[src/rtl/fetch_pkg.sv]
package fetch_pkg;
  typedef enum logic [2:0] {
    W_IDLE,
    W_LOAD,
    W_WALK,
    W_ENT,
    W_SPAN
  } walk_state_e;
endpackage

[src/rtl/cursor_regs.sv]
module cursor_regs #(
  parameter int NCH  = 4,
  parameter int RING = 8,
  localparam int CH_W  = $clog2(NCH),
  localparam int IDX_W = $clog2(RING)
) (
  input  logic             clk,
  input  logic             rst,
  input  logic             put_we,
  input  logic [CH_W-1:0]  put_ch,
  input  logic [IDX_W-1:0] put_val,
  input  logic             get_we,
  input  logic [CH_W-1:0]  get_wch,
  input  logic [IDX_W-1:0] get_wval,
  input  logic [CH_W-1:0]  rd_ch,
  output logic [IDX_W-1:0] put_q,
  output logic [IDX_W-1:0] get_q,
  input  logic [CH_W-1:0]  sw_ch,
  output logic [IDX_W-1:0] sw_get_q
);
  // Small per-channel cursor file with registered reads.
  logic [IDX_W-1:0] put_mem [NCH];
  logic [IDX_W-1:0] get_mem [NCH];

  always_ff @(posedge clk) begin
    if (rst) begin
      for (int i = 0; i < NCH; i++) begin
        put_mem[i] <= '0;
        get_mem[i] <= '0;
      end
      put_q    <= '0;
      get_q    <= '0;
      sw_get_q <= '0;
    end else begin
      if (put_we) put_mem[put_ch] <= put_val;
      if (get_we) get_mem[get_wch] <= get_wval;
      put_q    <= put_mem[rd_ch];
      get_q    <= get_mem[rd_ch];
      sw_get_q <= get_mem[sw_ch];
    end
  end

  // the consume cursor only ever steps by one slot
  a_r5_get_steps_one: assert property (@(posedge clk) disable iff (rst)
    get_we |-> (get_wval == IDX_W'(get_mem[get_wch] + 1'b1)));
endmodule

[src/rtl/doorbell_pend.sv]
module doorbell_pend #(
  parameter int NCH = 4,
  localparam int CH_W = $clog2(NCH)
) (
  input  logic            clk,
  input  logic            rst,
  input  logic            db_wr,
  input  logic [CH_W-1:0] db_token,
  input  logic            take,
  output logic            pend_any,
  output logic [CH_W-1:0] pick_ch
);
  logic [NCH-1:0] pend_q;
  logic [NCH-1:0] grant;
  logic [NCH-1:0] set_v;
  logic           found;

  // Lowest-token-first pick.
  always_comb begin
    grant   = '0;
    pick_ch = '0;
    found   = 1'b0;
    for (int i = 0; i < NCH; i++) begin
      if (pend_q[i] && !found) begin
        grant[i] = 1'b1;
        pick_ch  = CH_W'(i);
        found    = 1'b1;
      end
    end
  end

  assign pend_any = |pend_q;
  assign set_v    = db_wr ? (NCH'(1) << db_token) : '0;

  // A new doorbell wins over the clear of the same channel.
  always_ff @(posedge clk) begin
    if (rst) pend_q <= '0;
    else     pend_q <= (pend_q & ~(take ? grant : '0)) | set_v;
  end

  // every doorbell leaves its channel pending
  a_r8_db_marks_pending: assert property (@(posedge clk) disable iff (rst)
    (db_wr && (int'(db_token) < NCH)) |=> pend_q[$past(db_token)]);
  // one channel granted at a time
  a_r9_single_grant: assert property (@(posedge clk) disable iff (rst)
    $onehot0(grant));
endmodule

[src/rtl/ring_walker.sv]
module ring_walker
  import fetch_pkg::*;
#(
  parameter int NCH  = 4,
  parameter int RING = 8,
  parameter int DW   = 32,
  localparam int CH_W  = $clog2(NCH),
  localparam int IDX_W = $clog2(RING)
) (
  input  logic                  clk,
  input  logic                  rst,
  input  logic                  pend_any,
  input  logic [CH_W-1:0]       pick_ch,
  output logic                  take,
  output logic [CH_W-1:0]       rd_ch,
  input  logic [IDX_W-1:0]      put_q,
  input  logic [IDX_W-1:0]      get_q,
  output logic                  ent_req,
  output logic [CH_W+IDX_W-1:0] ent_addr,
  input  logic                  ent_rvalid,
  input  logic [DW-1:0]         ent_base,
  input  logic [DW-1:0]         ent_len,
  output logic                  span_req,
  output logic [CH_W-1:0]       span_ch,
  output logic [DW-1:0]         span_base,
  output logic [DW-1:0]         span_len,
  input  logic                  span_done,
  output logic                  get_we,
  output logic [CH_W-1:0]       get_wch,
  output logic [IDX_W-1:0]      get_wval
);
  walk_state_e      state;
  logic [CH_W-1:0]  cur_ch;
  logic [IDX_W-1:0] put_r;
  logic [IDX_W-1:0] get_r;
  logic [IDX_W-1:0] get_nx;

  assign take    = (state == W_IDLE) && pend_any;
  assign rd_ch   = (state == W_IDLE) ? pick_ch : cur_ch;
  assign get_wch = cur_ch;
  assign get_nx  = get_r + 1'b1;   // wraps modulo RING

  always_ff @(posedge clk) begin
    if (rst) begin
      state     <= W_IDLE;
      cur_ch    <= '0;
      put_r     <= '0;
      get_r     <= '0;
      ent_req   <= 1'b0;
      ent_addr  <= '0;
      span_req  <= 1'b0;
      span_ch   <= '0;
      span_base <= '0;
      span_len  <= '0;
      get_we    <= 1'b0;
      get_wval  <= '0;
    end else begin
      ent_req  <= 1'b0;
      span_req <= 1'b0;
      get_we   <= 1'b0;
      unique case (state)
        W_IDLE: if (pend_any) begin
          cur_ch <= pick_ch;
          state  <= W_LOAD;
        end
        W_LOAD: begin
          put_r <= put_q;
          get_r <= get_q;
          state <= W_WALK;
        end
        W_WALK: begin
          if (get_r == put_r) begin
            state <= W_IDLE;
          end else begin
            ent_req  <= 1'b1;
            ent_addr <= {cur_ch, get_r};
            state    <= W_ENT;
          end
        end
        W_ENT: if (ent_rvalid) begin
          if (ent_len == '0) begin
            get_r    <= get_nx;
            get_we   <= 1'b1;
            get_wval <= get_nx;
            state    <= W_WALK;
          end else begin
            span_req  <= 1'b1;
            span_ch   <= cur_ch;
            span_base <= ent_base;
            span_len  <= ent_len;
            state     <= W_SPAN;
          end
        end
        W_SPAN: if (span_done) begin
          get_r    <= get_nx;
          get_we   <= 1'b1;
          get_wval <= get_nx;
          state    <= W_WALK;
        end
        default: state <= W_IDLE;
      endcase
    end
  end

  // an empty slot never turns into a span request
  a_r6_zero_len_skipped: assert property (@(posedge clk) disable iff (rst)
    (state == W_ENT && ent_rvalid && ent_len == '0) |=> (!span_req && get_we));
  // the cursor moves only after a slot was finished
  a_r5_get_after_consume: assert property (@(posedge clk) disable iff (rst)
    get_we |-> ($past(span_done) || $past(ent_rvalid)));
  // requests are single-cycle pulses
  a_r7_span_pulse: assert property (@(posedge clk) disable iff (rst)
    span_req |=> !span_req);
endmodule

[src/rtl/ring_fetch_ctrl.sv]
module ring_fetch_ctrl #(
  parameter int NCH  = 4,
  parameter int RING = 8,
  parameter int DW   = 32,
  localparam int CH_W  = $clog2(NCH),
  localparam int IDX_W = $clog2(RING)
) (
  input  logic                  clk,
  input  logic                  rst,
  input  logic                  db_wr,
  input  logic [CH_W-1:0]       db_token,
  input  logic                  put_we,
  input  logic [CH_W-1:0]       put_ch,
  input  logic [IDX_W-1:0]      put_val,
  input  logic [CH_W-1:0]       cur_rd_ch,
  output logic [IDX_W-1:0]      cur_rd_get,
  output logic                  ent_req,
  output logic [CH_W+IDX_W-1:0] ent_addr,
  input  logic                  ent_rvalid,
  input  logic [DW-1:0]         ent_base,
  input  logic [DW-1:0]         ent_len,
  output logic                  span_req,
  output logic [CH_W-1:0]       span_ch,
  output logic [DW-1:0]         span_base,
  output logic [DW-1:0]         span_len,
  input  logic                  span_done
);
  logic             pend_any;
  logic [CH_W-1:0]  pick_ch;
  logic             take;
  logic [CH_W-1:0]  rd_ch;
  logic [IDX_W-1:0] put_q;
  logic [IDX_W-1:0] get_q;
  logic             get_we;
  logic [CH_W-1:0]  get_wch;
  logic [IDX_W-1:0] get_wval;

  doorbell_pend #(.NCH(NCH)) u_pend (
    .clk(clk), .rst(rst), .db_wr(db_wr), .db_token(db_token),
    .take(take), .pend_any(pend_any), .pick_ch(pick_ch)
  );

  cursor_regs #(.NCH(NCH), .RING(RING)) u_cur (
    .clk(clk), .rst(rst),
    .put_we(put_we), .put_ch(put_ch), .put_val(put_val),
    .get_we(get_we), .get_wch(get_wch), .get_wval(get_wval),
    .rd_ch(rd_ch), .put_q(put_q), .get_q(get_q),
    .sw_ch(cur_rd_ch), .sw_get_q(cur_rd_get)
  );

  ring_walker #(.NCH(NCH), .RING(RING), .DW(DW)) u_walk (
    .clk(clk), .rst(rst),
    .pend_any(pend_any), .pick_ch(pick_ch), .take(take), .rd_ch(rd_ch),
    .put_q(put_q), .get_q(get_q),
    .ent_req(ent_req), .ent_addr(ent_addr), .ent_rvalid(ent_rvalid),
    .ent_base(ent_base), .ent_len(ent_len),
    .span_req(span_req), .span_ch(span_ch), .span_base(span_base),
    .span_len(span_len), .span_done(span_done),
    .get_we(get_we), .get_wch(get_wch), .get_wval(get_wval)
  );

  // Edge bookkeeping used only by the assertions below.
  logic span_open;
  logic db_seen;
  always_ff @(posedge clk) begin
    if (rst) begin
      span_open <= 1'b0;
      db_seen   <= 1'b0;
    end else begin
      if (span_req)       span_open <= 1'b1;
      else if (span_done) span_open <= 1'b0;
      if (db_wr) db_seen <= 1'b1;
    end
  end

  // a single span in flight
  a_r7_one_span: assert property (@(posedge clk) disable iff (rst)
    span_req |-> !span_open);
  // no slot read while a span is open
  a_r7_no_read_in_span: assert property (@(posedge clk) disable iff (rst)
    ent_req |-> !span_open);
  // no work before any doorbell
  a_r3_needs_doorbell: assert property (@(posedge clk) disable iff (rst)
    ent_req |-> db_seen);
endmodule

[config.mk]
export PLATFORM = sky130hd
export DESIGN_NAME = ring_fetch_ctrl
export DESIGN_NICKNAME = d
export VERILOG_FILES = /design/src/rtl/fetch_pkg.sv /design/src/rtl/cursor_regs.sv /design/src/rtl/doorbell_pend.sv /design/src/rtl/ring_walker.sv /design/src/rtl/ring_fetch_ctrl.sv
export SDC_FILE = /design/constraint.sdc
export NUM_CORES = 1
export LEC_CHECK = 0
export BUFFER_PORTS_ARGS = -buffer_cell sky130_fd_sc_hd__buf_2
export CAP_MARGIN = 20
export CORE_ASPECT_RATIO = 1.75
export CORE_MARGIN = 1.5
export CORE_UTILIZATION = 45
export DETAILED_ROUTE_END_ITERATION = 8
export PLACE_DENSITY = 0.69
export REMOVE_ABC_BUFFERS = 1
export SLEW_MARGIN = 20
export SYNTH_ARGS = -nofsm -noshare
export SYNTH_HDL_FRONTEND = slang
export SYNTH_HIERARCHICAL = 1
export SYNTH_SLANG_ARGS = --single-unit
[constraint.sdc]
create_clock -name clk -period 4.75 [get_ports clk]
set_input_delay 0.2375 -clock clk [delete_from_list [all_inputs] [get_ports clk]]
set_output_delay 0.2375 -clock clk [all_outputs]
set_load 0.005 [all_outputs]
==> impl_metrics.prom, run 1 <==
# TYPE chip_impl_metric gauge
chip_impl_metric{name="timing.hold.ws",unit="ns"} 0.0593
chip_impl_metric{name="worst_setup_hold_path_clk_slew",unit="ns"} 0.06
chip_impl_metric{name="clock_latency",unit="ns"} 0.41
chip_impl_metric{name="ctsHoldBuffers",unit=""} 0
chip_impl_metric{name="met3_wl",unit="um"} 687
chip_impl_metric{name="detailroute.via_count",unit=""} 4327
chip_impl_metric{name="drv.max_cap_violation_count",unit=""} 0
chip_impl_info{name="worstReg2RegStart",value="u_walk/state[0]$_SDFFE_PP0P_"} 1
chip_impl_info{name="min_delay_startpoint",value="ent_base[24]"} 1
chip_impl_metric{name="worst-path-max-fanout",unit=""} 40
chip_impl_metric{name="antenna_violating_nets_post_route",unit=""} 0
chip_impl_metric{name="io_pins",unit=""} 155
chip_impl_metric{name="die_width",unit="um"} 83.5
chip_impl_metric{name="timing.final.crit_period",unit="ns"} 2.29
chip_impl_metric{name="detailed_place.area",unit="mm2"} 0.00590
chip_impl_info{name="hold-path-endpoint",value="u_walk/span_base[24]$_SDFFE_PP0P_"} 1
chip_impl_metric{name="grt_overflow_total",unit=""} 0
chip_impl_metric{name="count_of_distinct_cell_types_in_the_synthesized_netlist",unit=""} 51
chip_impl_metric{name="cts_made_buffers",unit=""} 17
chip_impl_info{name="top_layer",value="met4"} 1
chip_impl_metric{name="num_rows",unit=""} 51
chip_impl_metric{name="post_drt_wl_per_cell",unit="um"} 14.6
chip_impl_metric{name="arrival_worst_endpoint",unit="ns"} 2.63
chip_impl_metric{name="drt-met1-wl",unit="um"} 4440
chip_impl_metric{name="groute.usage.overall",unit="%"} 20.5
chip_impl_metric{name="setup_total_negative_slack",unit="ns"} 0
chip_impl_metric{name="cpPeakStageDelay",unit="ns"} 0.67
chip_impl_metric{name="netlist_instances",unit=""} 549
chip_impl_metric{name="grt_antenna_before_repair",unit=""} 0
chip_impl_metric{name="drt-pass1-iter-count",unit=""} 5
chip_impl_metric{name="first_global_vias",unit=""} 4276
chip_impl_metric{name="finalNetCount",unit=""} 773
chip_impl_info{name="layout_common_cells",value="153 x sky130_fd_sc_hd__buf_2, 147 x sky130_fd_sc_hd__nand2_1, 101 x sky130_fd_sc_hd__dfxtp_1"} 1
chip_impl_metric{name="timing_worst_slew_pin_value",unit="ns"} 0.707
chip_impl_metric{name="yosys_warning_count",unit=""} 6
chip_impl_metric{name="final_hold_viol_count",unit=""} 0
chip_impl_metric{name="wire_length_of_the_first_global_routing_pass",unit="um"} 19200
chip_impl_metric{name="dp_hpwl",unit="um"} 8810
chip_impl_metric{name="post-cts-setup-buffer-count",unit=""} 0
chip_impl_metric{name="area_growth",unit="%"} 27.0
chip_impl_metric{name="fmax",unit="MHz"} 437
chip_impl_metric{name="post-route-cell-area",unit="mm2"} 0.00647
chip_impl_metric{name="die_y",unit="um"} 144
chip_impl_info{name="rsz_0062_raised_after_global_routing",value="false"} 1
chip_impl_metric{name="holdPathStages",unit=""} 3
chip_impl_metric{name="vdd_drop_max",unit="mV"} 0.282
chip_impl_metric{name="clock-skew-final",unit="ns"} 0.00714
chip_impl_metric{name="grt_start_max_net_pins",unit=""} 67
chip_impl_info{name="cts.root.buffer_cell",value="sky130_fd_sc_hd__clkbuf_16"} 1
chip_impl_metric{name="seq_area_frac_synth",unit="%"} 53.8
chip_impl_metric{name="floorplan.die_area",unit="mm2"} 0.0120
chip_impl_info{name="run_status",value="finished, final reports clean"} 1
chip_impl_metric{name="nFillCells",unit=""} 983
chip_impl_metric{name="h-tree-depth",unit=""} 4
chip_impl_metric{name="ctsLongestPathBuffers",unit=""} 2
chip_impl_metric{name="final_max_slew_viol_count",unit=""} 0
chip_impl_metric{name="numPortBuffers",unit=""} 154
chip_impl_metric{name="cts_num_sinks",unit=""} 125
chip_impl_metric{name="initial_utilization",unit="%"} 45.9
chip_impl_metric{name="cts.repair.resized",unit=""} 0
chip_impl_metric{name="max_slew_margin",unit="%"} 52.7
chip_impl_metric{name="min_period_over_period",unit="%"} 48.2
chip_impl_info{name="worst_path_cell_trace",value="buf_2 > nor4_1 > nand4_2 > o21ai_4 > buf_4 > nand2_1 > a21oi_1"} 1
chip_impl_metric{name="routed-wl-met2",unit="um"} 6820
chip_impl_metric{name="reg2reg_slack",unit="ns"} 2.70
chip_impl_metric{name="power_density",unit="mW/mm2"} 406
chip_impl_info{name="classification_of_the_worst_slack_hold_path",value="in -> reg"} 1
chip_impl_metric{name="reg2reg_depth",unit=""} 5
chip_impl_info{name="worst_path_dominant_cell_family",value="simple AND/OR/NAND/NOR gates"} 1
chip_impl_metric{name="utilization",unit="%"} 58.3
chip_impl_metric{name="synth.cell_area",unit="mm2"} 0.00510
chip_impl_metric{name="worst_ep_required_time",unit="ns"} 5.09
chip_impl_metric{name="final.setup.worst_slack",unit="ns"} 2.46
chip_impl_info{name="endpoint_kind",value="flip-flop"} 1
chip_impl_info{name="r2r-end",value="u_walk/span_base[5]$_SDFFE_PP0P_"} 1
chip_impl_metric{name="synth_area_per_cell",unit="um2"} 9.28
chip_impl_info{name="layout.cells.most_common",value="sky130_fd_sc_hd__buf_2"} 1
chip_impl_metric{name="place_congestion",unit=""} 0.850
chip_impl_metric{name="postSynthRegisterBits",unit=""} 125
chip_impl_metric{name="cp.buffers_inverters",unit=""} 2
chip_impl_metric{name="drive_gt1_share",unit="%"} 30.3
chip_impl_metric{name="pre_cts_slack",unit="ns"} 2.02
chip_impl_metric{name="setup_viol",unit=""} 0
chip_impl_info{name="critical_path_class",value="in -> reg"} 1
chip_impl_metric{name="route.detailed.drc",unit=""} 0
chip_impl_info{name="crit_path_start_kind",value="primary input"} 1
chip_impl_info{name="synth_top_cell_by_area",value="sky130_fd_sc_hd__dfxtp_1"} 1
chip_impl_info{name="synth.area.top_cells",value="sky130_fd_sc_hd__dfxtp_1 40%, sky130_fd_sc_hd__edfxtp_1 14%, sky130_fd_sc_hd__nand2_1 11%, sky130_fd_sc_hd__a21oi_1 7.9%, sky130_fd_sc_hd__mux2i_1 3.7%"} 1
chip_impl_info{name="cts_tree",value="built"} 1
chip_impl_metric{name="power_leakage",unit="nW"} 2.71
chip_impl_metric{name="floorplan.core_area",unit="mm2"} 0.0111
chip_impl_metric{name="drt_iter0_markers",unit=""} 173
chip_impl_info{name="slowest_cp_cell",value="sky130_fd_sc_hd__o21ai_4"} 1
chip_impl_metric{name="avg_vias_per_cell",unit=""} 5.16
chip_impl_metric{name="synthDominantCellAreaShare",unit="%"} 39.7
chip_impl_metric{name="totalWireLength",unit="um"} 12200
chip_impl_metric{name="antenna_cells",unit=""} 0
## worst reg2reg max path, stage by stage (launching register included)
cell,delay (ns)
sky130_fd_sc_hd__dfxtp_1,0.48
sky130_fd_sc_hd__nor2b_1,0.26
sky130_fd_sc_hd__and3_1,0.27
sky130_fd_sc_hd__o21a_4,0.61
sky130_fd_sc_hd__nand2_1,0.20
sky130_fd_sc_hd__a21oi_1,0.17
## cell type report
type / count / area (um2) / share of cell area [%]
Sequential cell: 125 / 2740 / 42.4
Multi-Input combinational cell: 389 / 2190 / 33.8
Timing Repair Buffer: 157 / 796 / 12.3
Clock buffer: 20 / 457 / 7.06
Tap cell: 132 / 165 / 2.55
Clock inverter: 12 / 111 / 1.72
Inverter: 3 / 11.3 / 0.174
## layer usage
metal  up-vias  GRT usage (%)
li1       2168              -
met1      2001           19.6
met2       134           39.3
met3        24           6.15
met4         0           10.1
met5         -              0
## cell families (layout without fill, tap and decap cells)
logic type,count (synthesis),after routing,synth area share [%]
AOI/OAI and AO/OA,114,114,12.4
xor gates and xnor gates,4,4,0.687
adders and majority gates,1,1,0.245
buffers and inverters,35,192,3.56
DFF,125,125,53.8
muxes,24,24,5.65
and+or+nand+nor,246,246,23.6
## flip-flops by register name (all words and copies together) (netlist names)
| register | flops |
|---|---|
| u_walk/span_len | 32 |
| u_walk/ent_addr | 5 |
| u_walk/get_wch | 2 |
| u_walk/get_r | 3 |
| u_walk/get_we | 1 |
| u_cur/get_mem | 12 |
| u_walk/ent_req | 1 |
| u_walk/state | 3 |
| u_walk/get_wval | 3 |
| u_cur/put_q | 3 |
| u_cur/get_q | 3 |
| u_walk/span_ch | 2 |
| u_cur/sw_get_q | 3 |
| u_walk/span_base | 32 |
| u_walk/span_req | 1 |
| u_cur/put_mem | 12 |
| u_pend/pend_q | 4 |
| u_walk/put_r | 3 |
## stage by stage
step	power, mW	instances
after global routing	2.72	838
after CTS	2.65	838
after detailed placement	1.42	806
after global placement	1.41	806
after floorplan	1.31	517
final	2.63	838
## synth_stat cells (all sizes together)
cell type,count
and2,24
nand3,1
nor2,20
xor2,3
xnor2,1
a31o,2
buf,19
o21a,1
a31oi,3
and3,1
ha,1
edfxtp,24
and3b,1
a221oi,1
and4bb,4
nand3b,3
nand2b,4
nor2b,12
mux2i,19
o31a,1
or3b,2
or2,9
nor4,10
inv,3
mux2,2
nor4b,2
a21oi,80
o32ai,2
nand2,147
o22ai,8
nor3b,1
mux4,3
nand4,2
a211oi,1
o21ai,15
clkbuf,13
nor3,3
dfxtp,101
## worst max-delay path by stage
stage | depth (start not counted) | startpoint | to | slack (ns)
6_report | 7 | ent_len[6] | u_walk/span_base[5]$_SDFFE_PP0P_ | 2.46
4_1_cts | 7 | ent_len[6] | u_walk/span_base[5]$_SDFFE_PP0P_ | 2.45
5_1_grt | 7 | ent_len[6] | u_walk/span_base[30]$_SDFFE_PP0P_ | 2.20
3_5_place_dp | 7 | ent_len[6] | u_walk/span_len[6]$_SDFFE_PP0P_ | 2.02
3_3_place_gp | 7 | ent_len[6] | u_walk/span_base[11]$_SDFFE_PP0P_ | 2.10
2_1_floorplan | 5 | ent_len[6] | u_walk/span_base[0]$_SDFFE_PP0P_ | 2.30
## report_power, final
part | total, mW | internal, mW | leakage (nW) | switching [mW]
Clock | 1.23 | 0.751 | 0.281 | 0.475
Combinational | 0.236 | 0.105 | 1.37 | 0.131
Sequential | 1.16 | 1.13 | 1.06 | 0.0370
Total | 2.63 | 1.98 | 2.71 | 0.644
(Power assumes the default switching activity.)
==> run 2: changes to the inputs <==
- PLACE_DENSITY: 0.69 -> 0.72
- clock period: 4.75 -> 1.9 ns (I/O delays scaled with it)
==> impl_metrics.prom, run 2 (synthesis results as in run 1) <==
# TYPE chip_impl_metric gauge
chip_impl_metric{name="p_total",unit="mW"} 6.79
chip_impl_metric{name="floorplan.core_area",unit="mm2"} 0.0111
chip_impl_metric{name="final_max_slew_viol_count",unit=""} 0
chip_impl_metric{name="timing.hold.ws",unit="ns"} 0.0269
chip_impl_metric{name="clock-skew-final",unit="ns"} 0.00691
chip_impl_metric{name="area_growth",unit="%"} 46.5
chip_impl_metric{name="drive_gt1_share",unit="%"} 29.9
chip_impl_info{name="layout.cells.most_common",value="sky130_fd_sc_hd__buf_2"} 1
chip_impl_metric{name="wire_length_of_the_first_global_routing_pass",unit="um"} 22600
chip_impl_metric{name="totalWireLength",unit="um"} 15200
chip_impl_metric{name="power.share.sequential",unit="%"} 42.6
chip_impl_metric{name="route.detailed.drc",unit=""} 0
chip_impl_metric{name="power_density",unit="mW/mm2"} 909
chip_impl_metric{name="power_report.internal_total",unit="mW"} 5.04
chip_impl_metric{name="area.sequential",unit="mm2"} 0.00274
chip_impl_metric{name="finalNetCount",unit=""} 863
chip_impl_metric{name="worst_ep_required_time",unit="ns"} 2.24
chip_impl_info{name="r2r-end",value="u_walk/get_we$_SDFF_PP0_"} 1
chip_impl_metric{name="h-tree-depth",unit=""} 4
chip_impl_info{name="classification_of_the_worst_slack_hold_path",value="in -> reg"} 1
chip_impl_info{name="largest_registers",value="u_walk/span_base: 32 flops, u_walk/span_len: 32 flops"} 1
chip_impl_metric{name="grt_antenna_before_repair",unit=""} 0
chip_impl_metric{name="timing.final.crit_period",unit="ns"} 1.82
chip_impl_metric{name="ctsLongestPathBuffers",unit=""} 2
chip_impl_metric{name="total_switching_power",unit="mW"} 1.75
chip_impl_metric{name="power.share.switching",unit="%"} 25.7
chip_impl_metric{name="pwr-share-clk",unit="%"} 45.1
chip_impl_info{name="hold-path-endpoint",value="u_walk/state[2]$_SDFFE_PP0P_"} 1
chip_impl_info{name="slowest_cp_cell",value="sky130_fd_sc_hd__dlygate4sd3_1"} 1
chip_impl_metric{name="cpPeakStageDelay",unit="ns"} 0.54
chip_impl_metric{name="reg2reg_slack",unit="ns"} 0.10
chip_impl_metric{name="floorplan.die_area",unit="mm2"} 0.0120
chip_impl_metric{name="combined_area_of_the_multi_input_logic_cells",unit="mm2"} 0.00223
chip_impl_metric{name="min_period_over_period",unit="%"} 96.0
chip_impl_metric{name="arrival_worst_endpoint",unit="ns"} 2.16
chip_impl_metric{name="io_pins",unit=""} 155
chip_impl_info{name="worst_path_dominant_cell_family",value="buffers and inverters"} 1
chip_impl_info{name="critical_path_class",value="in -> reg"} 1
chip_impl_metric{name="drt-pass1-iter-count",unit=""} 4
chip_impl_metric{name="avg_vias_per_cell",unit=""} 5.30
chip_impl_metric{name="drt_iter0_markers",unit=""} 326
chip_impl_metric{name="cp.buffers_inverters",unit=""} 5
chip_impl_metric{name="utilization",unit="%"} 67.2
chip_impl_metric{name="setup_viol",unit=""} 0
chip_impl_info{name="endpoint_kind",value="flip-flop"} 1
chip_impl_metric{name="antenna_violating_nets_post_route",unit=""} 0
chip_impl_info{name="worst_path_cell_trace",value="dlygate4sd3_1 > buf_2 > nor4_1 > nand4_1 > buf_4 > o21ai_4 > buf_12 > buf_12 > nand2_1 > a21oi_1"} 1
chip_impl_metric{name="drv.max_cap_violation_count",unit=""} 0
chip_impl_metric{name="grt_overflow_total",unit=""} 0
chip_impl_metric{name="comb_power_share",unit="%"} 12.2
chip_impl_metric{name="reg2reg_depth",unit=""} 5
chip_impl_metric{name="cts_num_sinks",unit=""} 125
chip_impl_info{name="path_common_cell",value="sky130_fd_sc_hd__buf_12"} 1
chip_impl_metric{name="timing_worst_slew_pin_value",unit="ns"} 0.427
chip_impl_metric{name="place_congestion",unit=""} 0.861
chip_impl_info{name="worstReg2RegStart",value="u_walk/state[2]$_SDFFE_PP0P_"} 1
chip_impl_info{name="crit_path_start",value="ent_len[11]"} 1
chip_impl_info{name="min_delay_startpoint",value="span_done"} 1
chip_impl_metric{name="holdPathStages",unit=""} 3
chip_impl_metric{name="nFillCells",unit=""} 832
chip_impl_metric{name="num_rows",unit=""} 51
chip_impl_metric{name="worst-path-max-fanout",unit=""} 20
chip_impl_info{name="run_status",value="finished, final reports clean"} 1
chip_impl_metric{name="groute.usage.overall",unit="%"} 24.1
chip_impl_metric{name="cts_made_buffers",unit=""} 17
chip_impl_metric{name="max_slew_margin",unit="%"} 71.5
chip_impl_info{name="layout_common_cells",value="153 x sky130_fd_sc_hd__buf_2, 147 x sky130_fd_sc_hd__nand2_1, 101 x sky130_fd_sc_hd__dfxtp_1"} 1
chip_impl_metric{name="final_hold_viol_count",unit=""} 0
chip_impl_metric{name="grt_start_max_net_pins",unit=""} 85
chip_impl_metric{name="worst_setup_hold_path_clk_slew",unit="ns"} 0.06
chip_impl_metric{name="initial_utilization",unit="%"} 45.9
chip_impl_metric{name="vdd_drop_max",unit="mV"} 0.714
chip_impl_metric{name="die_y",unit="um"} 144
chip_impl_metric{name="power_leakage",unit="nW"} 3.13
chip_impl_info{name="crit_path_start_kind",value="primary input"} 1
chip_impl_metric{name="fmax",unit="MHz"} 548
chip_impl_metric{name="first_global_vias",unit=""} 4834
chip_impl_metric{name="post_drt_wl_per_cell",unit="um"} 16.4
chip_impl_info{name="cts_tree",value="built"} 1
chip_impl_metric{name="die_width",unit="um"} 83.5
chip_impl_metric{name="detailroute.via_count",unit=""} 4924
chip_impl_metric{name="numPortBuffers",unit=""} 154
chip_impl_metric{name="clock_latency",unit="ns"} 0.42
chip_impl_metric{name="dp_hpwl",unit="um"} 8900
chip_impl_info{name="cts.root.buffer_cell",value="sky130_fd_sc_hd__clkbuf_16"} 1
-- run 2: worst max path at each step --
stage	endpoint	cells after the start
2_1_floorplan	u_walk/span_base[0]$_SDFFE_PP0P_	5
3_3_place_gp	u_walk/get_wval[2]$_SDFFE_PP0P_	6
3_5_place_dp	u_walk/get_wval[1]$_SDFFE_PP0P_	6
4_1_cts	u_walk/get_we$_SDFF_PP0_	7
5_1_grt	u_walk/get_r[2]$_SDFFE_PP0P_	10
6_report	u_walk/span_base[30]$_SDFFE_PP0P_	10
-- run 2: worst reg2reg max path, cell delays in order (launching register included) --
cell	delay, ns
sky130_fd_sc_hd__dfxtp_1	0.44
sky130_fd_sc_hd__or3b_1	0.44
sky130_fd_sc_hd__o22ai_4	0.29
sky130_fd_sc_hd__nor2_2	0.09
sky130_fd_sc_hd__or2_4	0.28
sky130_fd_sc_hd__nor2b_1	0.13
-- run 2: per-stage QoR --
step / area (um2) / setup TNS, ns / setup slack [ns] / cells
final: 7470 / 0 / 0.0765 / 929
after CTS: 7330 / 0 / 0.0117 / 923
after floorplan: 4930 / -27.82 / -0.411 / 517
after global routing: 7460 / -0.0125 / -0.0125 / 928
after detailed placement: 6040 / 0 / 0.0973 / 819
after global placement: 6040 / 0 / 0.111 / 819
-- run 2: final cells by class --
class / count / area share, %
Timing Repair Buffer: 247 / 23.5
Inverter: 3 / 0.151
Antenna cell: 1 / 0.0335
Sequential cell: 125 / 36.7
Clock inverter: 13 / 1.36
Multi-Input combinational cell: 389 / 29.8
Clock buffer: 19 / 6.22
Tap cell: 132 / 2.21
-- run 2: repair_timing --
action                                  4_1_cts  5_1_grt
endpoints found under the setup margin        0       72
resized for setup                             0        8
setup buffers                                 0        3
hold buffers                                 72        0
hold endpoints to repair                     72        0
-- run 2: metal layers --
| metal | vias to the layer above | track usage, % | wire length (um) | part of all wire (%) |
|---|---|---|---|---|
| li1 | 2360 | - | - | - |
| met1 | 2336 | 24.4 | 5480 | 36 |
| met2 | 186 | 44.2 | 8410 | 55 |
| met3 | 42 | 6.38 | 839 | 5.5 |
| met4 | 0 | 14.1 | 518 | 3.4 |
| met5 | - | 0 | 0 | 0 |
-- run 2: power by group through the flow --
stage | sequential (mW) | combinational [mW] | clock (mW)
floorplan | 2.93 | 0.341 | 0
CTS | 2.89 | 0.785 | 3.12
global placement | 2.94 | 0.647 | 0
detailed placement | 2.95 | 0.666 | 0
global route | 2.91 | 0.896 | 3.22
finish | 2.89 | 0.830 | 3.06
==> run 3: changes to the inputs <==
- CORE_ASPECT_RATIO: 1.75 -> unset
==> impl_metrics.prom, run 3 (synthesis results as in run 1) <==
# TYPE chip_impl_metric gauge
chip_impl_info{name="run_status",value="finished, final reports clean"} 1
chip_impl_metric{name="power_leakage",unit="nW"} 3.14
chip_impl_metric{name="grt_antenna_before_repair",unit=""} 0
chip_impl_metric{name="grt_start_max_net_pins",unit=""} 66
chip_impl_metric{name="initial_utilization",unit="%"} 46.6
chip_impl_metric{name="setup_total_negative_slack",unit="ns"} 0
chip_impl_metric{name="pwr-share-clk",unit="%"} 49.1
chip_impl_metric{name="groute.usage.overall",unit="%"} 24.9
chip_impl_metric{name="final_max_slew_viol_count",unit=""} 0
chip_impl_metric{name="comb_power_share",unit="%"} 11.0
chip_impl_info{name="r2r-end",value="u_walk/get_wval[2]$_SDFFE_PP0P_"} 1
chip_impl_metric{name="dp_hpwl",unit="um"} 9070
chip_impl_metric{name="holdPathStages",unit=""} 2
chip_impl_metric{name="worst-path-max-fanout",unit=""} 28
chip_impl_info{name="classification_of_the_worst_slack_hold_path",value="in -> reg"} 1
chip_impl_metric{name="area_growth",unit="%"} 47.3
chip_impl_metric{name="avg_vias_per_cell",unit=""} 5.24
chip_impl_metric{name="place_congestion",unit=""} 0.893
chip_impl_info{name="crit_path_start_kind",value="primary input"} 1
chip_impl_info{name="worstReg2RegStart",value="u_walk/state[2]$_SDFFE_PP0P_"} 1
chip_impl_metric{name="arrival_worst_endpoint",unit="ns"} 2.23
chip_impl_metric{name="numPortBuffers",unit=""} 154
chip_impl_metric{name="pre_cts_slack",unit="ns"} 0.0282
chip_impl_metric{name="power.share.sequential",unit="%"} 39.9
chip_impl_metric{name="floorplan.core_area",unit="mm2"} 0.0109
chip_impl_info{name="largest_registers",value="u_walk/span_base: 32 flops, u_walk/span_len: 32 flops"} 1
chip_impl_metric{name="cts_made_buffers",unit=""} 17
chip_impl_metric{name="power_density",unit="mW/mm2"} 969
chip_impl_metric{name="timing.final.crit_period",unit="ns"} 1.90
chip_impl_metric{name="floorplan.die_area",unit="mm2"} 0.0120
chip_impl_metric{name="detailroute.via_count",unit=""} 4892
chip_impl_metric{name="wire_length_of_the_first_global_routing_pass",unit="um"} 22800
chip_impl_metric{name="die_y",unit="um"} 109
chip_impl_metric{name="drt-pass1-iter-count",unit=""} 6
chip_impl_metric{name="totalWireLength",unit="um"} 15100
chip_impl_metric{name="max_slew_margin",unit="%"} 52.8
chip_impl_info{name="cts.root.buffer_cell",value="sky130_fd_sc_hd__clkbuf_16"} 1
chip_impl_info{name="hold-path-endpoint",value="u_cur/put_mem[3][0]$_DFFE_PP_"} 1
chip_impl_metric{name="min_period_over_period",unit="%"} 99.9
chip_impl_metric{name="fmax",unit="MHz"} 527
chip_impl_metric{name="num_rows",unit=""} 38
chip_impl_metric{name="antenna_cells",unit=""} 0
chip_impl_metric{name="finalNetCount",unit=""} 860
chip_impl_metric{name="post_layout_cell_count",unit=""} 933
chip_impl_metric{name="nFillCells",unit=""} 781
chip_impl_metric{name="antenna_violating_nets_post_route",unit=""} 0
chip_impl_info{name="layout_common_cells",value="153 x sky130_fd_sc_hd__buf_2, 147 x sky130_fd_sc_hd__nand2_1, 99 x sky130_fd_sc_hd__dfxtp_1"} 1
chip_impl_metric{name="total_switching_power",unit="mW"} 1.63
chip_impl_metric{name="drive_gt1_share",unit="%"} 30.5
chip_impl_metric{name="drt_iter0_markers",unit=""} 393
chip_impl_info{name="min_delay_startpoint",value="put_val[0]"} 1
chip_impl_metric{name="first_global_vias",unit=""} 4953
chip_impl_metric{name="worst_setup_hold_path_clk_slew",unit="ns"} 0.06
chip_impl_metric{name="power.share.switching",unit="%"} 22.4
chip_impl_metric{name="p_total",unit="mW"} 7.27
chip_impl_metric{name="post_drt_wl_per_cell",unit="um"} 16.2
chip_impl_metric{name="grt_overflow_total",unit=""} 0
chip_impl_metric{name="final.setup.worst_slack",unit="ns"} 0.000972
chip_impl_metric{name="worst_ep_required_time",unit="ns"} 2.24
chip_impl_metric{name="clock_latency",unit="ns"} 0.41
chip_impl_metric{name="ctsLongestPathBuffers",unit=""} 2
chip_impl_metric{name="io_pins",unit=""} 155
chip_impl_info{name="endpoint_kind",value="flip-flop"} 1
chip_impl_metric{name="power_report.internal_total",unit="mW"} 5.64
chip_impl_info{name="cts_tree",value="built"} 1
chip_impl_info{name="layout.cells.most_common",value="sky130_fd_sc_hd__buf_2"} 1
chip_impl_metric{name="setup_viol",unit=""} 0
chip_impl_info{name="critical_path_class",value="in -> reg"} 1
chip_impl_metric{name="reg2reg_depth",unit=""} 5
chip_impl_metric{name="cts_num_sinks",unit=""} 125
chip_impl_metric{name="h-tree-depth",unit=""} 4
chip_impl_metric{name="clock-skew-final",unit="ns"} 0.00898
chip_impl_metric{name="drv.max_cap_violation_count",unit=""} 0
chip_impl_metric{name="place.detailed.instances",unit=""} 828
chip_impl_metric{name="vdd_drop_max",unit="mV"} 0.799
chip_impl_metric{name="die_width",unit="um"} 109
chip_impl_metric{name="final_hold_viol_count",unit=""} 0
chip_impl_metric{name="route.detailed.drc",unit=""} 0
chip_impl_metric{name="utilization",unit="%"} 68.6
chip_impl_metric{name="reg2reg_slack",unit="ns"} 0.09
chip_impl_metric{name="timing_worst_slew_pin_value",unit="ns"} 0.707
## run 3: area by class of cell
class / count / area (um2) / share of cell area [%]
Sequential cell: 125 / 2750 / 36.6
Multi-Input combinational cell: 389 / 2230 / 29.8
Timing Repair Buffer: 244 / 1680 / 22.4
Clock buffer: 21 / 470 / 6.27
Clock inverter: 11 / 186 / 2.48
Tap cell: 140 / 175 / 2.33
Inverter: 3 / 11.3 / 0.150
## run 3: metal layers
layer  wire [um]  global-route usage (%)  part of all wire [%]
met5           0                       0                     0
met4         560                    12.8                   3.7
met3         917                    8.18                   6.1
met2        7840                    42.1                    52
met1        5810                    27.9                    38
## run 3: worst max-delay path by stage
stage                            from                               end  slack, ns  depth (start not counted)
after floorplan            ent_len[6]  u_walk/span_base[0]$_SDFFE_PP0P_      -0.41                          5
after CTS                  ent_len[6]   u_walk/get_wval[1]$_SDFFE_PP0P_      0.006                          7
after detailed placement  ent_len[26]   u_walk/get_wval[0]$_SDFFE_PP0P_       0.03                          7
after global placement    ent_len[29]   u_walk/get_wval[0]$_SDFFE_PP0P_       0.02                          6
final                      ent_len[6]  u_walk/span_base[6]$_SDFFE_PP0P_      0.001                          9
after global routing       ent_len[6]   u_walk/span_len[5]$_SDFFE_PP0P_      -0.03                          9
## run 3: critical path, stage by stage
cell	delay, ns
sky130_fd_sc_hd__dlygate4sd3_1	0.54
sky130_fd_sc_hd__buf_2	0.14
sky130_fd_sc_hd__nor4_2	0.30
sky130_fd_sc_hd__nand4_2	0.19
sky130_fd_sc_hd__buf_4	0.19
sky130_fd_sc_hd__o21ai_4	0.26
sky130_fd_sc_hd__buf_12	0.22
sky130_fd_sc_hd__nand2_1	0.10
sky130_fd_sc_hd__a21oi_2	0.18
## run 3: timing repair
item,in CTS,in global routing
resized for setup,0,11
hold buffers,69,0
setup buffers,0,4
hold endpoints to repair,67,0
setup endpoints to repair,0,48
## run 3: metrics by stage
stage | hold slack [ns] | cell area [um2]
2_1_floorplan | 0.159 | 4930
3_3_place_gp | 0.336 | 6070
3_5_place_dp | 0.342 | 6070
4_1_cts | 0.000306 | 7420
5_1_grt | 0.000630 | 7510
6_report | 0.0108 | 7510
## run 3: power groups by stage
stage,logic [mW],clock network (mW),registers (mW)
6_report,0.802,3.57,2.90
3_5_place_dp,0.648,0,2.95
3_3_place_gp,0.630,0,2.94
5_1_grt,0.864,3.75,2.91
4_1_cts,0.762,3.60,2.89
2_1_floorplan,0.341,0,2.93
